--- src/rtl/barrel_pkg.sv ---
`timescale 1ns/1ps
package barrel_pkg;
  localparam int CTX_N  = 10;
  localparam int WORD_W = 12;
  localparam int ID_W   = $clog2(CTX_N);

  typedef logic [ID_W-1:0]   ctx_id_t;
  typedef logic [WORD_W-1:0] word_t;

  typedef struct packed {
    ctx_id_t id;
    word_t   acc;
    word_t   pc;
    logic    sup;
    logic    halted;
  } ctx_t;

  // successor in the rotation
  function automatic ctx_id_t id_after(ctx_id_t c);
    return (c == ctx_id_t'(CTX_N - 1)) ? '0 : ctx_id_t'(c + 1'b1);
  endfunction

  // ring stage that receives a result returning lat cycles after issue
  function automatic int wb_stage(int lat);
    return CTX_N - lat - 1;
  endfunction

  function automatic ctx_t ctx_reset(int idx);
    ctx_t c;
    c    = '0;
    c.id = ctx_id_t'(idx);
    return c;
  endfunction

  function automatic ctx_t apply_wb(ctx_t s, word_t a, word_t p, logic h);
    ctx_t r;
    r        = s;
    r.acc    = a;
    r.pc     = p;
    r.halted = h;
    return r;
  endfunction

  function automatic ctx_t apply_xchg(ctx_t s, word_t a, word_t p);
    ctx_t r;
    r        = s;
    r.acc    = a;
    r.pc     = p;
    r.sup    = ~s.sup;
    r.halted = 1'b0;
    return r;
  endfunction
endpackage

--- src/rtl/issue_tag_pipe.sv ---
`timescale 1ns/1ps
module issue_tag_pipe
  import barrel_pkg::*;
#(
  parameter int LAT = 3
) (
  input  logic    clk,
  input  logic    rst_n,
  input  ctx_id_t in_id,
  input  logic    in_run,
  output ctx_id_t out_id,
  output logic    out_run
);
  ctx_id_t id_q  [LAT];
  logic    run_q [LAT];

  always_ff @(posedge clk or negedge rst_n) begin
    if (!rst_n) begin
      for (int i = 0; i < LAT; i++) begin
        id_q[i]  <= '0;
        run_q[i] <= 1'b0;
      end
    end else begin
      id_q[0]  <= in_id;
      run_q[0] <= in_run;
      for (int i = 1; i < LAT; i++) begin
        id_q[i]  <= id_q[i-1];
        run_q[i] <= run_q[i-1];
      end
    end
  end

  assign out_id  = id_q[LAT-1];
  assign out_run = run_q[LAT-1];
endmodule

--- src/rtl/barrel_ring.sv ---
`timescale 1ns/1ps
module barrel_ring
  import barrel_pkg::*;
#(
  parameter int LAT = 3
) (
  input  logic    clk,
  input  logic    rst_n,
  input  logic    wb_en,
  input  word_t   wb_acc,
  input  word_t   wb_pc,
  input  logic    wb_halt,
  input  logic    xg_en,
  input  word_t   xg_acc,
  input  word_t   xg_pc,
  output ctx_t    head,
  output ctx_t    on_deck,
  output ctx_id_t wb_slot_id
);
  localparam int WBP  = wb_stage(LAT);
  localparam int WSRC = WBP + 1;

  ctx_t ring     [CTX_N];
  ctx_t ring_nxt [CTX_N];

  always_comb begin
    for (int i = 0; i < CTX_N; i++) begin
      ring_nxt[i] = ring[(i + 1) % CTX_N];
    end
    if (wb_en) begin
      ring_nxt[WBP] = apply_wb(ring[WSRC], wb_acc, wb_pc, wb_halt);
    end
    if (xg_en) begin
      ring_nxt[0] = apply_xchg(ring[1], xg_acc, xg_pc);
    end
  end

  always_ff @(posedge clk or negedge rst_n) begin
    if (!rst_n) begin
      for (int i = 0; i < CTX_N; i++) ring[i] <= ctx_reset(i);
    end else begin
      for (int i = 0; i < CTX_N; i++) ring[i] <= ring_nxt[i];
    end
  end

  assign head       = ring[0];
  assign on_deck    = ring[1];
  assign wb_slot_id = ring[WSRC].id;

  // a halted head that is not refreshed by a result keeps its flag a full turn
  AST_HALT_KEEPS: assert property (@(posedge clk) disable iff (!rst_n)
    (head.halted && !(wb_en && WBP == CTX_N - 1)) |=> ring[CTX_N-1].halted);
endmodule

--- src/rtl/xchg_gate.sv ---
`timescale 1ns/1ps
module xchg_gate
  import barrel_pkg::*;
(
  input  logic    req,
  input  ctx_id_t target,
  input  ctx_id_t on_deck_id,
  output logic    ack
);
  assign ack = req && (target == on_deck_id);
endmodule

--- src/rtl/barrel_seq.sv ---
`timescale 1ns/1ps
module barrel_seq
  import barrel_pkg::*;
#(
  parameter int EXU_LAT = 3
) (
  input  logic              clk,
  input  logic              rst_n,
  output logic [ID_W-1:0]   issue_ctx,
  output logic [WORD_W-1:0] issue_acc,
  output logic [WORD_W-1:0] issue_pc,
  output logic              issue_super,
  output logic              issue_run,
  input  logic              wb_valid,
  input  logic [WORD_W-1:0] wb_acc,
  input  logic [WORD_W-1:0] wb_pc,
  input  logic              wb_halt,
  input  logic              xchg_req,
  input  logic [ID_W-1:0]   xchg_ctx,
  input  logic [WORD_W-1:0] xchg_acc,
  input  logic [WORD_W-1:0] xchg_pc,
  output logic              xchg_ack,
  output logic [WORD_W-1:0] xchg_old_acc,
  output logic [WORD_W-1:0] xchg_old_pc,
  output logic              xchg_old_super
);
  ctx_t    head;
  ctx_t    on_deck;
  ctx_id_t wb_slot_id;
  ctx_id_t tag_id;
  logic    tag_run;
  logic    wb_en;

  assign wb_en = wb_valid && tag_run;

  barrel_ring #(.LAT(EXU_LAT)) u_ring (
    .clk        (clk),
    .rst_n      (rst_n),
    .wb_en      (wb_en),
    .wb_acc     (wb_acc),
    .wb_pc      (wb_pc),
    .wb_halt    (wb_halt),
    .xg_en      (xchg_ack),
    .xg_acc     (xchg_acc),
    .xg_pc      (xchg_pc),
    .head       (head),
    .on_deck    (on_deck),
    .wb_slot_id (wb_slot_id)
  );

  issue_tag_pipe #(.LAT(EXU_LAT)) u_tags (
    .clk     (clk),
    .rst_n   (rst_n),
    .in_id   (head.id),
    .in_run  (~head.halted),
    .out_id  (tag_id),
    .out_run (tag_run)
  );

  xchg_gate u_xchg (
    .req        (xchg_req),
    .target     (xchg_ctx),
    .on_deck_id (on_deck.id),
    .ack        (xchg_ack)
  );

  assign issue_ctx      = head.id;
  assign issue_acc      = head.acc;
  assign issue_pc       = head.pc;
  assign issue_super    = head.sup;
  assign issue_run      = ~head.halted;
  assign xchg_old_acc   = on_deck.acc;
  assign xchg_old_pc    = on_deck.pc;
  assign xchg_old_super = on_deck.sup;

  AST_HEAD_STEP: assert property (@(posedge clk) disable iff (!rst_n)
    $past(rst_n) |-> issue_ctx == id_after($past(issue_ctx)));
  AST_WB_TARGET: assert property (@(posedge clk) disable iff (!rst_n)
    wb_en |-> wb_slot_id == tag_id);
  AST_ACK_ALIGN: assert property (@(posedge clk) disable iff (!rst_n)
    xchg_ack |-> ({1'b0, xchg_ctx} < (ID_W+1)'(CTX_N)) && id_after(issue_ctx) == xchg_ctx);
  AST_XCHG_LANDS: assert property (@(posedge clk) disable iff (!rst_n)
    xchg_ack |=> issue_ctx == $past(xchg_ctx) && issue_acc == $past(xchg_acc)
      && issue_pc == $past(xchg_pc) && issue_super != $past(xchg_old_super));
  AST_XCHG_RUNS: assert property (@(posedge clk) disable iff (!rst_n)
    xchg_ack |=> issue_run);
endmodule

--- config.mk ---
export PLATFORM = sky130hd
export DESIGN_NAME = barrel_seq
export DESIGN_NICKNAME = d
export VERILOG_FILES = /design/src/rtl/barrel_pkg.sv /design/src/rtl/issue_tag_pipe.sv /design/src/rtl/barrel_ring.sv /design/src/rtl/xchg_gate.sv /design/src/rtl/barrel_seq.sv
export SDC_FILE = /design/constraint.sdc
export NUM_CORES = 1
export LEC_CHECK = 0
export BUFFER_PORTS_ARGS = -buffer_cell sky130_fd_sc_hd__buf_2
export CORE_AREA = 10 10 151 153
export DETAILED_ROUTE_END_ITERATION = 8
export DIE_AREA = 0 0 161 163
export PLACE_DENSITY = 0.6
export RECOVER_POWER = 50
export SYNTH_ARGS = -nofsm -noshare
export SYNTH_HDL_FRONTEND = slang
export SYNTH_SLANG_ARGS = --single-unit
--- constraint.sdc ---
create_clock -name clk -period 4 [get_ports clk]
set_input_delay 0.2 -clock clk [delete_from_list [all_inputs] [get_ports clk]]
set_output_delay 0.2 -clock clk [all_outputs]
set_load 0.01 [all_outputs]
# [Yosys cells after proc, flatten, opt, wreduce, memory -nomap -nowiden]
# Cells that the tools add are included.
[totals] word_cells=60 inputBits=57 register_bits=303 output_inout_bits=56
[op_classes] reduce_logical=2 muxes=2 bitwise_logic=2 n_eq_ne=1
[op_table] op="26-bit 2-to-1 mux" count=2
[op_table] op="4-bit == test" count=1
[op_table] op="1-bit logical AND" count=2
[op_table] op="1-bit NOT" count=2

# [Depth between registers and ports, before layout]
# Gate-level depths: netlist of run 1.
[depth] ltp_word=3 depth_mapped=6 depth_no_buf=4

# [Cells and area by module]
# From an unflattened synthesis of run 1, not the netlist that was laid out.
[unflattened] cells_unflattened=451 area_unflattened_um2=9298.9
[modules_own_cells] module="barrel_ring" n_inst=1 cells_each=421 area_each_um2=8818.5 seq_area_each_um2=7526.0
[modules_own_cells] module="issue_tag_pipe" n_inst=1 cells_each=19 area_each_um2=405.4 seq_area_each_um2=375.4
[modules_own_cells] module="xchg_gate" n_inst=1 cells_each=9 area_each_um2=65.1 seq_area_each_um2=0.0
[modules_own_cells] module="barrel_seq" n_inst=1 cells_each=2 area_each_um2=10.0 seq_area_each_um2=0.0

# [Least setup slack after synthesis of run 1]
# Ideal clock, no wire load.
[synth_timing] kind="register to register" start="reg, netlist name u_ring.on_deck[26]" end="reg, netlist name u_ring.head[18]" required_time_ps=3875 period_less_slack_ps=1570 path_slack_ps=2430 stages_incl_launch_ff=6 t_arrival_ps=1444 path_buffers=2 setup_ps=125 cell_sequence="dfstp_2 o2111ai_1 nor3b_2 buf_6 buf_12 mux2_4"

# [Worst setup path after layout of run 1]
[layout_timing] start="reg, netlist name u_ring.on_deck[26]" end="out xchg_ack"
[layout_via] elab_chain_len=2
[layout_rtl] element="4-bit == test" line_no="xchg_gate.sv:10" text="assign ack = req && (target == on_deck_id);"
[layout_rtl] element="1-bit logical AND" line_no="xchg_gate.sv:10"
[layout_rtl] element="end: declaration" line_no="barrel_seq.sv:22" text="output logic xchg_ack,"
# Every way passes these cells.

==> reports/results.ini, run 1 <==
[floorplan]
core-area_sq_um=19910
ios=113
die_w_microns=161
fp.dieH_microns=163
rows=52
initial_core_util_pct=43.98
die_area_sq_um=26240

[final_layout]
n_antenna_cell=0
num-nets-final=622
drive_above_1_share_pct=40.10
area_growth_pct=23.22
fill_cells=1586
final_cells=856

[power_and_ir_drop]
clkPwrFrac_pct=40.5
pwr-share-seq_pct=53.5
vdd.ir_drop.worst_v=0.0003811
netSwitchingPower_uw=1436
p_int_uw=5366
leakagePower_uw=0.005151
combPwrFrac_pct=5.9
powerDensity_nw_per_um2=630.4
switching_share_pct=21.12

[routing]
drc=0
viasPerCell=4.185
drtPass1Iterations=4
vias=3582
wl_per_cell_microns=16.37
routed_wl_microns=14010
drt_iter0_drc=176
antenna_left=0

[critical_path]
startpoint=u_ring.on_deck[26]$_DFF_PN1_
reg2reg_to=u_ring.head[4]$_DFF_PN0_
cp.arrival_ns=2.07
start_kind=register
crit_required_ns=3.80
worst-r2r-setup-slack_ns=2.17
r2r_cells=4
max_stage_delay_ns=0.56
critical_path.slowest_cell=dfstp_1
r2r_start=u_ring.on_deck[26]$_DFF_PN1_
path_class=register to output pin
crit_chain=o2111ai_1 > nor3b_4 > buf_4 > buf_2
cp_max_fo=15
crit_path_end_kind=output pin

[placed_design]
dpl.hpwl_microns=8198
gp_congestion=0.7041
port_buffers=112
placedCellCount=754

[flow_run]
maxCapViolations=0

[timing]
finClkSkew_ns=0.01996
setup_viol=0
max_freq_ghz=0.4414
post-route-period-util_pct=56.64
rsz0062_at_grt=false
timing.slew.headroom_pct=44.40
fin_setup_tns_ns=0
whs_ns=0.2943
layout_min_cycle_time_ns=2.266
final_max_slew_viol_count=0
hold_viol_final=0
tightestPinTransition_ns=0.8341

[global_route]
grt_max_degree=116
grt_pass1_wl_microns=22820
grt_pass1_vias=4216
track_usage_pct=10.78
grt_overflow=0
antenna_found_initial=0

[yosys]
synth_warnings=0
synth_compound_area_share_pct=0.2143
synth_mux_area_share_pct=7.031
synth-xor-area-share_pct=0.2001
synth_area_sq_um=8756
synth-adder-area-share_pct=0
synth_seq_cells=303
synth-simple-area-share_pct=0.4144
yosysSeqAreaShare_pct=86.81
avgSynthCellArea_sq_um=20.75
synth_nets=479
synth_top_family_by_area=multiplexers
synthCells=422
yosysUniqueCellTypes=17

[cts]
cts_made_buffers=29
cts_resized=0
cts.reportedPaths.clkPinSlew_ns=0.06
h-tree-depth=1
cts_tree=yes
worstSkewPairLatency_ns=0.54
cts_buffer_depth=3
cts.sinks=303
clock-root-buffer=clkbuf_16

[min_path]
hp-class=input pin to async pin

[run_status]
status=complete, no violations

-- Yosys cell counts --
master / count / area share (%)
a222oi_1: 1 / 0.11
buf_12: 2 / 0.46
buf_2: 2 / 0.11
buf_4: 52 / 4.5
buf_6: 1 / 0.13
dfrtp_1: 288 / 82
dfstp_2: 15 / 4.5
inv_1: 4 / 0.17
mux2_2: 32 / 4.1
mux2_4: 17 / 2.9
nand2_1: 1 / 0.043
nand2b_1: 1 / 0.071
nor2b_1: 1 / 0.071
nor3b_2: 1 / 0.14
o2111ai_1: 1 / 0.10
or2b_1: 1 / 0.086
xor2_1: 2 / 0.20
-- how the worst max path moves through the flow --
stage / end / cells past startpoint
after floorplan: u_ring.head[18]$_DFF_PN0_ / 5
after global placement: u_ring.head[4]$_DFF_PN0_ / 4
after detailed placement: u_ring.head[4]$_DFF_PN0_ / 4
after CTS: xchg_ack / 4
after global routing: xchg_ack / 4
final: xchg_ack / 4
-- cells in the final DEF (no fill, tap or decap), drive strengths merged --
cell / instances
a222oi: 1
buf: 119
bufinv: 3
clkbuf: 37
clkinv: 8
clkinvlp: 3
dfrtp: 288
dfstp: 15
dlygate4sd3: 50
inv: 5
mux2: 49
nand2: 1
nand2b: 1
nor2b: 1
nor3b: 1
o2111ai: 1
or2b: 1
xor2: 2
-- timing repair --
item | CTS | global route
setup buffers | 0 | 0
hold buffers | 50 | 0
hold endpoints to repair | 160 | 0
-- per-layer routing --
layer	track usage (%)	wire length, microns	vias to the layer above	part of all wire [%]
met3	3.210	822	29	5.9
met2	16.24	6486	94	46
met5	0	0	-	0
met1	14.67	6402	1877	46
met4	3.805	297	0	2.1
li1	-	-	1582	-
-- cells by family after synthesis --
group,after synthesis
AO/OA/AOI/OAI,2
XOR/XNOR,2
buffers and inverters,61
flip-flops,303
multiplexers,49
AND/OR/NAND/NOR,5
-- registers in the layout, summed over array words and instances, names as in the netlist --
register / count
u_ring.head: 30
u_ring.on_deck: 30
u_ring.ring: 236
u_ring.wb_slot_id: 4
u_tags.out_run: 1
u_tags.run_q: 2
-- layout make-up --
type / count / area [sq um] / area share [%]
tap: 270 / 337.8 / 3.131
clock inverter: 15 / 168.9 / 1.566
inverter: 4 / 15.01 / 0.1392
multi-input combinational: 58 / 694.4 / 6.436
sequential: 303 / 7601 / 70.45
clock buffer: 37 / 835.8 / 7.747
timing repair buffer: 169 / 1136 / 10.53
-- stage by stage --
step	setup slack (ns)	power (uW)	cell area (sq um)	utilization [%]
after floorplan	2.430	3909	8756	-
after global placement	2.227	4050	9284	46.63
after detailed placement	2.171	4069	9284	46.63
after CTS	1.700	6933	10790	54.19
after global routing	1.604	7126	10790	54.19
final	1.734	6802	10790	54.19
-- power groups by stage --
stage	clock network (uW)	logic, uW	registers (uW)
after floorplan	0	276	3630
after global routing	3000	442	3690
after CTS	2860	417	3650
after global placement	0	366	3680
after detailed placement	0	375	3690
final	2760	403	3640
-- critical path, delay by kind of cell, from the launching register on --
family,cells,cell delay [ns]
AOI/OAI and AO/OA,1,0.20
buffers and inverters,2,0.52
DFF,1,0.56
and+or+nand+nor,1,0.25
Note: power is estimated with default switching activity, not from simulation.
==> run 2: changes to the inputs <==
Settings changed: PLACE_DENSITY 0.6 to 0.62.
Clock period 4 ns to 1.96 ns, I/O delays scaled along.
==> run 2 against run 1 <==
First-iteration DRC count fell by 9.7%. Sequential cell count unchanged. Global-route usage grew 0.43 points. Clock power grew 89%. Power increased by 98%. Clock skew fell by 0.013 ns. Clock-buffer cell count is 11 higher. Critical path depth unchanged. Critical path type unchanged.
==> reports/results.ini, run 2 (synthesis gave the netlist of run 1 again) <==
[timing]
fin_ws_ns=0.009372
setup_viol=0
rsz0062_at_grt=true
layout_min_cycle_time_ns=1.951
final_max_slew_viol_count=0
hold_viol_final=0
post-route-period-util_pct=99.52
finClkSkew_ns=0.006931
max_freq_ghz=0.5127
tightestPinTransition_ns=1.279
timing.slew.headroom_pct=14.76

[critical_path]
cp.arrival_ns=1.85
crit_path_end_kind=output pin
path_delay_family=flip-flops
critical_path.slowest_cell=dfstp_1
path_class=register to output pin
crit_chain=o2111ai_1 > nor3b_4 > buf_12 > buf_6
crit_required_ns=1.86
cp_max_fo=3
path_buf_inv=2
max_stage_delay_ns=0.56
start_kind=register

[routing]
viasPerCell=4.198
drtPass1Iterations=4
vias=3631
routed_wl_microns=14300
wl_per_cell_microns=16.53
antenna_left=0
drt_iter0_drc=159
drc=0

[power_and_ir_drop]
vdd.ir_drop.worst_v=0.0008041
powerDensity_nw_per_um2=1251
p_total_uw=13490
leakagePower_uw=0.005141

[final_layout]
num-nets-final=628
drive_above_1_share_pct=38.99
fill_cells=1593
multi_input_comb_area_sq_um=700.7
n_antenna_cell=0
regMostFlops=u_ring.ring
area_growth_pct=23.16
most-common-layout-cells=dfrtp_1, buf_2, dlygate4sd3_1, mux2_2, clkbuf_16
ff_latch_area_sq_um=7601
mostFrequentLayoutCell=dfrtp_1
largest_reg_flops=236

[cts]
cts.sinks=303
clock-root-buffer=clkbuf_16
cts_buffer_depth=3
cts_made_buffers=30
h-tree-depth=1
cts.reportedPaths.clkPinSlew_ns=0.06
cts_tree=yes
worstSkewPairLatency_ns=0.54

[global_route]
track_usage_pct=11.21
grt_overflow=0
antenna_found_initial=0
grt_max_degree=88
grt_pass1_vias=4280
grt_pass1_wl_microns=23530

[flow_run]
maxCapViolations=0

[floorplan]
ios=113
die_area_sq_um=26240
initial_core_util_pct=43.98
die_w_microns=161
rows=52
core-area_sq_um=19910
fp.dieH_microns=163

[placed_design]
gp_congestion=0.7167
port_buffers=112
dpl.hpwl_microns=8603
dp_slack_ns=0.1352

[min_path]
hp-class=input pin to register

[run_status]
status=complete, no violations

-- run 2: cell count changes in the layout (fill, tap and decap cells not counted), sizes merged --
cell,change
clkbuf,+14
bufinv,-3
buf,+2
clkinv,-2
clkinvlp,-1
inv,-1
-- run 2: worst min-delay path: cells and delay by family --
| family | cells | cell delay (ns) |
|---|---|---|
| mux | 1 | 0.18 |
| simple gates | 1 | 0.06 |
| buf+inv | 2 | 0.31 |
-- run 2: what timing repair did --
item                                   4_1_cts  5_1_grt
gates resized for setup                      1        1
endpoints found under the hold margin      337        0
hold buffers                                50        0
setup endpoints to repair                    1       15
pin swaps                                    2        1
setup buffers                                3        0
-- run 2: report_power, final --
part	switching (uW)	leakage, uW	internal [uW]	total (uW)
registers	309	0.00365	7130	7440
logic	402	0.00104	425	827
clock network	2190	0.000448	3030	5220
-- run 2: worst paths after layout --
kind	from	slack, ns	endpoint	cells after the start
min reg2reg	u_ring.ring[156]$_DFF_PN0_	0.34	u_ring.ring[186]$_DFF_PN0_	0
min	wb_valid	0.14	u_ring.ring[92]$_DFF_PN0_	4
max in group asynchronous	rst_n	0.21	u_ring.ring[122]$_DFF_PN0_	3
max	u_ring.on_deck[26]$_DFF_PN1_	0.009	xchg_ack	4
min in group asynchronous	rst_n	0.37	u_ring.ring[114]$_DFF_PN0_	2
max reg2reg	u_ring.on_deck[26]$_DFF_PN1_	0.04	u_ring.head[25]$_DFF_PN0_	5
-- run 2: layout make-up --
cell class	count	area share, %
clock buffers	48	8.052
flip-flops and latches	303	70.48
well taps	270	3.133
multi-input cells	58	6.497
inverters	4	0.1392
clock inverters	8	0.5221
repair buffers	174	11.17
-- run 2: stage by stage --
step	utilization, %	setup TNS, ns	instance area (sq um)	hold slack [ns]	instances
after floorplan	-	0	8756	-0.1976	422
after CTS	54.27	-0.04762	10810	0.06167	865
after global placement	46.97	0	9351	0.03430	756
final	54.17	0	10780	0.1417	865
after global routing	54.17	-6.213	10780	0.1374	865
after detailed placement	46.97	0	9351	0.04566	756
-- run 2: layer usage --
metal	up-vias	part of all wire, %	global-route usage [%]
li1	1597	-	-
met1	1910	46	15.45
met2	93	46	16.80
met3	31	6.0	3.337
met4	0	2.3	3.639
met5	-	0	0
==> run 3: changes to the inputs <==
Settings changed: BUFFER_PORTS_ARGS -buffer_cell sky130_fd_sc_hd__buf_2 to -buffer_cell sky130_fd_sc_hd__clkbuf_2, RECOVER_POWER 50 to 100.
==> run 3 against run 2 <==
Highest routed layer unchanged. Via count is 0.61% higher. Largest cell class unchanged. Critical path type unchanged. Global-route usage up 0.15 points. Register-to-register slack is essentially flat. Critical path depth stayed put. Clock-buffer cell count down 2. Clock skew rose by 0.0025 ns. Hold slack improved by 0.20 ns. Utilization rose by 0.36 points. Sequential cell count did not move.
==> reports/results.ini, run 3 (synthesis gave the netlist of run 1 again) <==
[routing]
drc=0
viasPerCell=4.199
wl_per_cell_microns=16.83
drt_iter0_drc=208
vias=3653
antenna_left=0
drtPass1Iterations=4
routed_wl_microns=14650

[floorplan]
die_area_sq_um=26240
fp.dieH_microns=163
rows=52
initial_core_util_pct=43.98
ios=113
core-area_sq_um=19910
die_w_microns=161

[min_path]
hp-class=register to register

[timing]
post-route-period-util_pct=98.79
timing.slew.headroom_pct=13.11
layout_min_cycle_time_ns=1.936
final_max_slew_viol_count=0
hold_viol_final=0
finClkSkew_ns=0.009480
fin_ws_ns=0.02370
fin_setup_tns_ns=0
rsz0062_at_grt=true
max_freq_ghz=0.5164
tightestPinTransition_ns=1.303
setup_viol=0

[final_layout]
post-route-util_pct=54.52
num-nets-final=633
drive_above_1_share_pct=30.00
largest_reg_flops=236
most-common-layout-cells=dfrtp_1, clkbuf_1, clkbuf_2, dlygate4sd3_1, clkbuf_16
area_growth_pct=23.98
n_antenna_cell=0
regMostFlops=u_ring.ring
fin_area_sq_um=10860
mostFrequentLayoutCell=dfrtp_1

[critical_path]
crit_chain=a222oi_1 > nor3b_4 > buf_12 > buf_8
critical_path.slowest_cell=dfrtp_1
crit_required_ns=1.86
cp.arrival_ns=1.84
max_stage_delay_ns=0.39
path_class=register to output pin
path_buf_inv=2
crit_path_end_kind=output pin
cp_max_fo=3
start_kind=register
path_delay_family=flip-flops

[power_and_ir_drop]
vdd.ir_drop.worst_v=0.0006954
p_total_uw=14150
powerDensity_nw_per_um2=1304
leakagePower_uw=0.005064

[cts]
cts_tree=yes
worstSkewPairLatency_ns=0.53
h-tree-depth=1
cts_buffer_depth=3
cts.sinks=303
clock-root-buffer=clkbuf_16
cts.reportedPaths.clkPinSlew_ns=0.06
cts_made_buffers=31

[run_status]
status=complete, no violations

[flow_run]
maxCapViolations=0

[global_route]
antenna_found_initial=0
grt_pass1_vias=4272
grt_max_degree=65
track_usage_pct=11.36
grt_pass1_wl_microns=23960
grt_overflow=0

[placed_design]
dpl.hpwl_microns=8880
dpl_cell_area_sq_um=9387
dp_slack_ns=0.1532
gp_congestion=0.7138
port_buffers=112

run 3: cell types whose count changed in the layout (fill, tap and decap cells not counted), sizes merged:
cell	before	now
buf	121	10
bufinv	0	4
clkbuf	51	164
clkinv	6	5
clkinvlp	2	1
inv	4	5
run 3: per-layer routing:
layer / vias to the layer above / GRT usage (%) / routed length (microns)
li1: 1610 / - / -
met1: 1921 / 15.90 / 6708
met2: 93 / 16.65 / 6677
met3: 29 / 3.615 / 925
met4: 0 / 3.557 / 333
met5: - / 0 / 0
run 3: final cells by class:
| class | count | area (sq um) |
|---|---|---|
| timing repair buffer | 178 | 1151 |
| tap | 270 | 337.8 |
| clock buffer | 46 | 892.1 |
| sequential | 303 | 7601 |
| fill | 1600 | 9054 |
| multi-input combinational | 58 | 696.9 |
| clock inverter | 11 | 161.4 |
| inverter | 4 | 15.01 |
run 3: timing repair:
| item | in CTS | in global routing |
|---|---|---|
| pin swaps | 0 | 1 |
| hold buffers | 50 | 0 |
| setup endpoints to repair | 1 | 9 |
| gates resized for setup | 1 | 1 |
| endpoints found under the hold margin | 292 | 0 |
| setup buffers | 3 | 1 |
run 3: power by group:
part / internal [uW] / leakage, uW / total, uW / switching (uW)
Clock: 3660 / 0.000517 / 5920 / 2250
Sequential: 7130 / 0.00365 / 7460 / 324
Combinational: 370 / 0.000899 / 776 / 406
run 3: stage by stage:
| step | hold WS, ns | std cells |
|---|---|---|
| after CTS | 0.06629 | 869 |
| final | 0.3385 | 870 |
| after floorplan | -0.1976 | 422 |
| after detailed placement | 0.04207 | 759 |
| after global routing | 0.3241 | 870 |
| after global placement | 0.02960 | 759 |
run 3: final timing paths:
check / startpoint / end / slack [ns] / cells after the start
max: u_ring.on_deck[29]$_DFF_PN0_ / xchg_ack / 0.02 / 4
min: u_ring.ring[119]$_DFF_PN0_ / u_ring.ring[149]$_DFF_PN0_ / 0.34 / 0
max reg2reg: u_ring.on_deck[29]$_DFF_PN0_ / u_ring.head[25]$_DFF_PN0_ / 0.04 / 5
min reg2reg: u_ring.ring[119]$_DFF_PN0_ / u_ring.ring[149]$_DFF_PN0_ / 0.34 / 0
max in group asynchronous: rst_n / u_ring.ring[180]$_DFF_PN0_ / 0.27 / 3
min in group asynchronous: rst_n / u_ring.ring[81]$_DFF_PN0_ / 0.39 / 2
